<file path="src/rtl/invsel_alu_pkg.sv">
// Package: shared definitions for the invert-and-select ALU.
// Assumes the code layout {a_inv, b_inv, sel[1:0]}; sel picks the per-bit candidate.
package invsel_alu_pkg;
    localparam int unsigned CODE_W = 4;
    localparam int unsigned SEL_W  = 2;

    typedef enum logic [SEL_W-1:0] {
        SEL_AND  = 2'b00,
        SEL_OR   = 2'b01,
        SEL_SUM  = 2'b10,
        SEL_LESS = 2'b11
    } bit_sel_e;

    typedef struct packed {
        logic     a_inv;
        logic     b_inv;
        bit_sel_e sel;
    } alu_code_t;
endpackage

</file>
<file path="src/rtl/invsel_slice.sv">
// Module: one bit of the ALU. Optionally complements each operand bit,
// forms the full-adder sum and carry, then selects AND, OR, sum or the
// externally supplied less bit. Assumes the caller builds the carry chain.
module invsel_slice
    import invsel_alu_pkg::*;
(
    input  logic     a_i,
    input  logic     b_i,
    input  logic     a_inv,
    input  logic     b_inv,
    input  logic     cin,
    input  logic     less_i,
    input  bit_sel_e sel,
    output logic     res_o,
    output logic     sum_o,
    output logic     cout
);
    logic a_eff;
    logic b_eff;

    // Purpose: operand conditioning and full adder.
    always_comb begin
        a_eff = a_inv ? ~a_i : a_i;
        b_eff = b_inv ? ~b_i : b_i;
        sum_o = a_eff ^ b_eff ^ cin;
        cout  = (a_eff & b_eff) | (a_eff & cin) | (b_eff & cin);
    end

    // Purpose: pick the candidate named by the select field.
    always_comb begin
        unique case (sel)
            SEL_AND:  res_o = a_eff & b_eff;
            SEL_OR:   res_o = a_eff | b_eff;
            SEL_SUM:  res_o = sum_o;
            SEL_LESS: res_o = less_i;
            default:  res_o = 1'b0;
        endcase
    end
endmodule

</file>
<file path="src/rtl/invsel_zero_det.sv">
// Module: reports whether a vector is all zeros. Assumes WIDTH >= 1.
module invsel_zero_det #(
    parameter int unsigned WIDTH = 32
) (
    input  logic [WIDTH-1:0] vec,
    output logic             is_zero
);
    // Purpose: NOR-reduce the vector.
    always_comb is_zero = ~|vec;
endmodule

</file>
<file path="src/rtl/invsel_alu.sv">
// Module: top of the ALU. Replicates one slice per bit, ripples the carry
// from a carry-in equal to the B-complement control, feeds the sign of the
// top sum back into bit 0 as the less candidate, and flags a zero result.
// Assumes a purely combinational context; no clock or reset is used.
module invsel_alu
    import invsel_alu_pkg::*;
#(
    parameter int unsigned WIDTH = 32
) (
    input  logic [WIDTH-1:0]  a,
    input  logic [WIDTH-1:0]  b,
    input  logic [CODE_W-1:0] ctl,
    output logic [WIDTH-1:0]  res,
    output logic              zero
);
    localparam int unsigned MSB = WIDTH - 1;

    alu_code_t        code;
    logic [WIDTH:0]   carry;
    logic [WIDTH-1:0] sum_bits;
    logic             sign_of_sum;

    // Purpose: unpack the code and seed the carry chain.
    always_comb begin
        code     = alu_code_t'(ctl);
        carry[0] = code.b_inv;
    end

    assign sign_of_sum = sum_bits[MSB];

    genvar i;
    generate
        for (i = 0; i < WIDTH; i++) begin : g_slice
            logic less_in;
            if (i == 0) begin : g_low
                assign less_in = sign_of_sum;
            end else begin : g_rest
                assign less_in = 1'b0;
            end
            invsel_slice u_slice (
                .a_i    (a[i]),
                .b_i    (b[i]),
                .a_inv  (code.a_inv),
                .b_inv  (code.b_inv),
                .cin    (carry[i]),
                .less_i (less_in),
                .sel    (code.sel),
                .res_o  (res[i]),
                .sum_o  (sum_bits[i]),
                .cout   (carry[i+1])
            );
        end
    endgenerate

    invsel_zero_det #(.WIDTH(WIDTH)) u_zero (
        .vec     (res),
        .is_zero (zero)
    );
endmodule

</file>
<file path="config.mk">
export PLATFORM = sky130hd
export DESIGN_NAME = invsel_alu
export DESIGN_NICKNAME = d
export VERILOG_FILES = /design/src/rtl/invsel_alu_pkg.sv /design/src/rtl/invsel_slice.sv /design/src/rtl/invsel_zero_det.sv /design/src/rtl/invsel_alu.sv
export SDC_FILE = /design/constraint.sdc
export NUM_CORES = 1
export LEC_CHECK = 0
export ABC_AREA = 1
export CORE_MARGIN = 4
export CORE_UTILIZATION = 35
export DETAILED_ROUTE_END_ITERATION = 8
export PLACE_DENSITY = 0.68
export SLEW_MARGIN = 15
export SYNTH_ARGS = -nofsm -noshare
export SYNTH_HDL_FRONTEND = slang
export SYNTH_SLANG_ARGS = --single-unit
</file>
<file path="constraint.sdc">
create_clock -name vclk -period 25.2
set_input_delay 3.78 -clock vclk [all_inputs]
set_output_delay 3.78 -clock vclk [all_outputs]
set_load 0.02 [all_outputs]
</file>
# After elaboration in Yosys (flattened, before gate mapping)
# Index checks and enable logic that the tools add are counted.
[totals] register_bits=0 latchBits=0 ram_bits=0 mem_bits_ro=0 elab_cells=418 memories=0
[op_classes] addsub=0 n_mul=0 n_div=0 order_cmp=0 eq_ne=3 shift=0 mux=96 bitwise_logic=316 reduce_logical=3
[ops] operator="$pmux W1 S4" count=32
[ops] operator="$and A1 B1 Y1" count=94
[ops] operator="$or A1 B1 Y1" count=94
[ops] operator="$mux W1" count=64
[ops] operator="$not A1 Y1" count=64
[ops] operator="$xor A1 B1 Y1" count=64
[ops] operator="$reduce_or A32 Y1" count=1
[ops] operator="$eq A2 B2 Y1 const B" count=2
[ops] operator="$eq A2 B1 Y1 const B" count=1
[ops] operator="$logic_not A2 Y1" count=1
[ops] operator="$logic_not A1 Y1" count=1

# Depth between registers and ports, before layout
[logic_depth] ltp_word=99 ltp_mapped=46

# By module
# From an unflattened synthesis, not the netlist that was laid out.
[hier_totals] hier_cells=704 area_unflattened_um2=4124.0
[modules_own_cells] module="invsel_slice" n_inst=32 cells_per_inst=21 area_each_um2=125.1 seq_area_each_um2=0.0
[modules_own_cells] module="invsel_zero_det" n_inst=1 cells_per_inst=31 area_each_um2=116.4 seq_area_each_um2=0.0
[modules_own_cells] module="invsel_alu" n_inst=1 cells_per_inst=1 area_each_um2=3.8 seq_area_each_um2=0.0

# Worst setup path after synthesis
# Ideal clock, no wire load.
[synth_path] kind="input port to output port" startpoint="in ctl[2]" endpoint="out zero" t_arrival_ps=16396 t_required_ps=21420 path_slack_ps=5024 path_stages=44 path_buffers=2 cell_sequence="clkbuf_1 -> buf_2 -> xnor2_1 -> inv_1 -> fa_1 -> fa_1 -> inv_1 -> fa_1 -> fa_1 -> fa_1 -> fa_1 -> fa_1 -> fa_1 -> fa_1 -> fa_1 -> fa_1 -> fa_1 -> fa_1 -> [8 not listed] -> fa_1 -> fa_1 -> fa_1 -> fa_1 -> fa_1 -> fa_1 -> fa_1 -> fa_1 -> fa_1 -> nand3b_1 -> nand2_1 -> nor2_1 -> nand2_1 -> inv_1 -> nand2_1 -> nor2_1 -> nand2_1 -> nor2_1"
[synth_between] elab_chain_len=98 word_cells_on_any_way=318 cone_classes="mux: 64; bitwise: 252; reduce/logical: 2"
[synth_rtl] item="start: declaration" line="invsel_alu.sv:12" text="input logic [CODE_W-1:0] ctl,"
[synth_rtl] item="$mux W1" line="invsel_slice.sv:24" text="b_eff = b_inv ? ~b_i : b_i;"
[synth_rtl] item="$and A1 B1 Y1" line="invsel_slice.sv:26, invsel_slice.sv:32"
[synth_rtl] item="$or A1 B1 Y1 (2 in series)" line="invsel_slice.sv:26" text="cout = (a_eff & b_eff) | (a_eff & cin) | (b_eff & cin);"
[synth_rtl] item="$and A1 B1 Y1" line="invsel_slice.sv:26"
[synth_rtl] item="$or A1 B1 Y1 (2 in series)" line="invsel_slice.sv:26"
[synth_rtl] item="$and A1 B1 Y1" line="invsel_slice.sv:26"
[synth_rtl] item="$or A1 B1 Y1 (2 in series)" line="invsel_slice.sv:26"
[synth_rtl] item="$and A1 B1 Y1" line="invsel_slice.sv:26"
[synth_rtl] item="[77 not listed]"
[synth_rtl] item="$and A1 B1 Y1" line="invsel_slice.sv:26"
[synth_rtl] item="$or A1 B1 Y1 (2 in series)" line="invsel_slice.sv:26"
[synth_rtl] item="$and A1 B1 Y1" line="invsel_slice.sv:26"
[synth_rtl] item="$or A1 B1 Y1 (2 in series)" line="invsel_slice.sv:26"
[synth_rtl] item="$xor A1 B1 Y1" line="invsel_slice.sv:25" text="sum_o = a_eff ^ b_eff ^ cin;"
[synth_rtl] item="$pmux W1 S4" line="invsel_slice.sv:31" text="unique case (sel)"
[synth_rtl] item="$reduce_or A32 Y1 *" line="invsel_zero_det.sv:9" text="always_comb is_zero = ~|vec;"
[synth_rtl] item="$logic_not A1 Y1 *" line="invsel_zero_det.sv:9"
[synth_rtl] item="end: declaration" line="invsel_alu.sv:14" text="output logic zero"
# Every way passes the cells marked *; elsewhere a longest branch is shown, timed or not.

# Worst setup path in the final report
[layout_path] startpoint="in ctl[3]" endpoint="out zero"
[layout_between] elab_chain_len=98 word_cells_on_any_way=317 cone_classes="mux: 64; bitwise: 251; reduce/logical: 2"
[layout_rtl] item="$mux W1" line="invsel_slice.sv:23" text="a_eff = a_inv ? ~a_i : a_i;"
[layout_rtl] item="$and A1 B1 Y1 (on tied branches)" line="invsel_slice.sv:26, invsel_slice.sv:32"
[layout_rtl] item="$or A1 B1 Y1 (2 in series)" line="invsel_slice.sv:26"
[layout_rtl] item="$and A1 B1 Y1" line="invsel_slice.sv:26"
[layout_rtl] item="$or A1 B1 Y1 (2 in series)" line="invsel_slice.sv:26"
[layout_rtl] item="$and A1 B1 Y1" line="invsel_slice.sv:26"
[layout_rtl] item="$or A1 B1 Y1 (2 in series)" line="invsel_slice.sv:26"
[layout_rtl] item="$and A1 B1 Y1" line="invsel_slice.sv:26"
[layout_rtl] item="[77 not listed]"
[layout_rtl] item="$and A1 B1 Y1" line="invsel_slice.sv:26"
[layout_rtl] item="$or A1 B1 Y1 (2 in series)" line="invsel_slice.sv:26"
[layout_rtl] item="$and A1 B1 Y1" line="invsel_slice.sv:26"
[layout_rtl] item="$or A1 B1 Y1 (2 in series)" line="invsel_slice.sv:26"
[layout_rtl] item="$xor A1 B1 Y1" line="invsel_slice.sv:25"
[layout_rtl] item="$pmux W1 S4" line="invsel_slice.sv:31"
[layout_rtl] item="$reduce_or A32 Y1 *" line="invsel_zero_det.sv:9"
[layout_rtl] item="$logic_not A1 Y1 *" line="invsel_zero_det.sv:9"
# Marked as above.

==> metrics.txt <==
outcome=completed; sequential cell area fraction in the yosys report=0%; design area=4369 um2; maxcap violations=0; synth unique cells=18; Syn Nets=670; GRT Overall Usage=13.26%; CP Launch Type=input pin; combinational share of power=100.0%; worst path bufs/invs=5; RSZ-0062 raised after global routing=no; hold crit path type=in2out; Synth top area share=22.81%; Layout area overhead=24.45%; CP max stage cell=clkdlybuf4s50_1; n_diodes=0; Peak VDD IR=12.45 uV; CP max FO=32; grt ovf=0; Ports=101; Die ar.=11700 um2; top cell family by delay on the critical path=adder cells; post-detail-place hpwl=6492 um; Power Density=28.49 nW/um2; Worst Setup End Kind=output port; critical path class=in2out; hold wc startpoint=ctl[0]; initial antenna violation count=0; Synth area leaders=ha_1, fa_1, xnor2_1; final hold vios=0; # rows=36; via count=2874; Vias/cell=4.135; clock group share of total power=0%; placed cell areas=4369 um2; antenna-violating nets left=0; Post-Synthesis Cells=508; syn avg cell area=6.911 um2; crit path time final=21.52 ns; Yosys warning count=0; FF+latch count=0; fin. max-slew vios=0; first-pass GRT wire length=13120 um; final WL=7700 um; # Post-CTS Setup Buffers=0; DRT Pass-1 Iters=4; PortBufs=101; Starting DRT DRC Count=86; drt wl/cell=11.08 um; share of post-route cells with drive strength above 1=1.779%; Hold Path End=res[4]; leakage=2.235 nW; CP most frequent cell=fa_1; die height=108.2 um; Final setup viols=0; Synth area leader=ha_1; Die X=108.2 um; Mapped Area=3511 um2; Max Fclk=46.47 MHz; most frequent cells in the layout=inv_1, nand2_1, clkdlybuf4s50_1, ha_1, xnor2_1; FILL cells=1026; Power Total=0.1245 mW; Max-slew headroom=40.38%; GP Congestion=0.7906; cell internal pwr=0.05701 mW; Setup Total Neg Slack=0 ns; peak per-stage delay on the critical path=0.63 ns; Initial Utilization=35.92%; post-CTS resize count=0; period utilization=85.39%; CORE AREA=9774 um2; most common cell after layout, fill and taps aside=inv_1; Clock buffer cells=0; worst path required time=21.42 ns; Data arrival, critical path=17.74 ns; Multi-input gate area=2706 um2; Slew @ Worst Pin=0.8933 ns; vias in the first global route=3048; largest net degree at the start of global routing=35; hold path cells=4; NumNets Final=726; hold_buf cts=0; Net Sw Frac=54.20%; register area=0 um2; DRC viols=0; Flop pwr share=0%; P_sw=0.06746 mW
## worst min-delay path: cells and delay by family
family | cells | cell delay (ns)
buffers and inverters | 2 | 1.10
AND/OR/NAND/NOR | 2 | 0.24
## cells by family after synthesis
kind of cell / after synthesis / synth area share (%)
buf+inv: 176 / 23.06
fa+ha+maj: 94 / 39.91
xor+xnor: 64 / 15.97
compound gates: 2 / 0.2848
simple gates: 172 / 20.78
## stage by stage
| stage | hold slack [ns] | util [%] | setup WS (ns) | instances |
|---|---|---|---|---|
| 2_1_floorplan | 7.826 | - | 5.024 | 508 |
| 5_1_grt | 8.958 | 44.70 | 3.102 | 695 |
| 3_3_place_gp | 8.872 | 44.70 | 3.867 | 695 |
| 4_1_cts | 8.893 | 44.70 | 3.574 | 695 |
| 6_report | 8.892 | 44.70 | 3.683 | 695 |
| 3_5_place_dp | 8.887 | 44.70 | 3.608 | 695 |
## final cells by class
type	count	share of cell area, %
inverter	126	10.82
multi-input combinational	332	61.94
tap	133	3.809
timing repair buffer	104	23.42
## power by group through the flow
| stage | combinational (mW) | sequential [mW] | clock, mW |
|---|---|---|---|
| 6_report | 0.124 | 0 | 0 |
| 3_3_place_gp | 0.122 | 0 | 0 |
| 5_1_grt | 0.142 | 0 | 0 |
| 2_1_floorplan | 0.0939 | 0 | 0 |
| 3_5_place_dp | 0.127 | 0 | 0 |
| 4_1_cts | 0.127 | 0 | 0 |
## worst max path at each step
stage | cells past startpoint | startpoint | to | slack (ns)
final | 44 | ctl[3] | zero | 3.68
after global routing | 47 | ctl[3] | zero | 3.10
after CTS | 44 | ctl[3] | zero | 3.57
after detailed placement | 44 | ctl[3] | zero | 3.61
after global placement | 44 | ctl[3] | zero | 3.87
after floorplan | 44 | ctl[2] | zero | 5.02
## metal layers
metal	track usage, %	vias up	wire length [um]
met2	26.38	60	4032
met3	1.075	0	361
met4	0	0	0
met1	16.37	1306	3306
met5	0	-	0
li1	-	1508	-
## synthesized netlist by cell type
cell type  instances
inv_1            125
inv_2              1
nand2_1           99
o21ai_1            1
nand3b_1           8
o21ai_0            1
buf_4             33
ha_1              64
clkbuf_1           2
or2_2              1
xor2_1             2
nand3_1           35
nor2_4             1
xnor2_1           62
buf_6              1
nor2_1            28
buf_2             14
fa_1              30
Power figures use the tool's default switching activity.
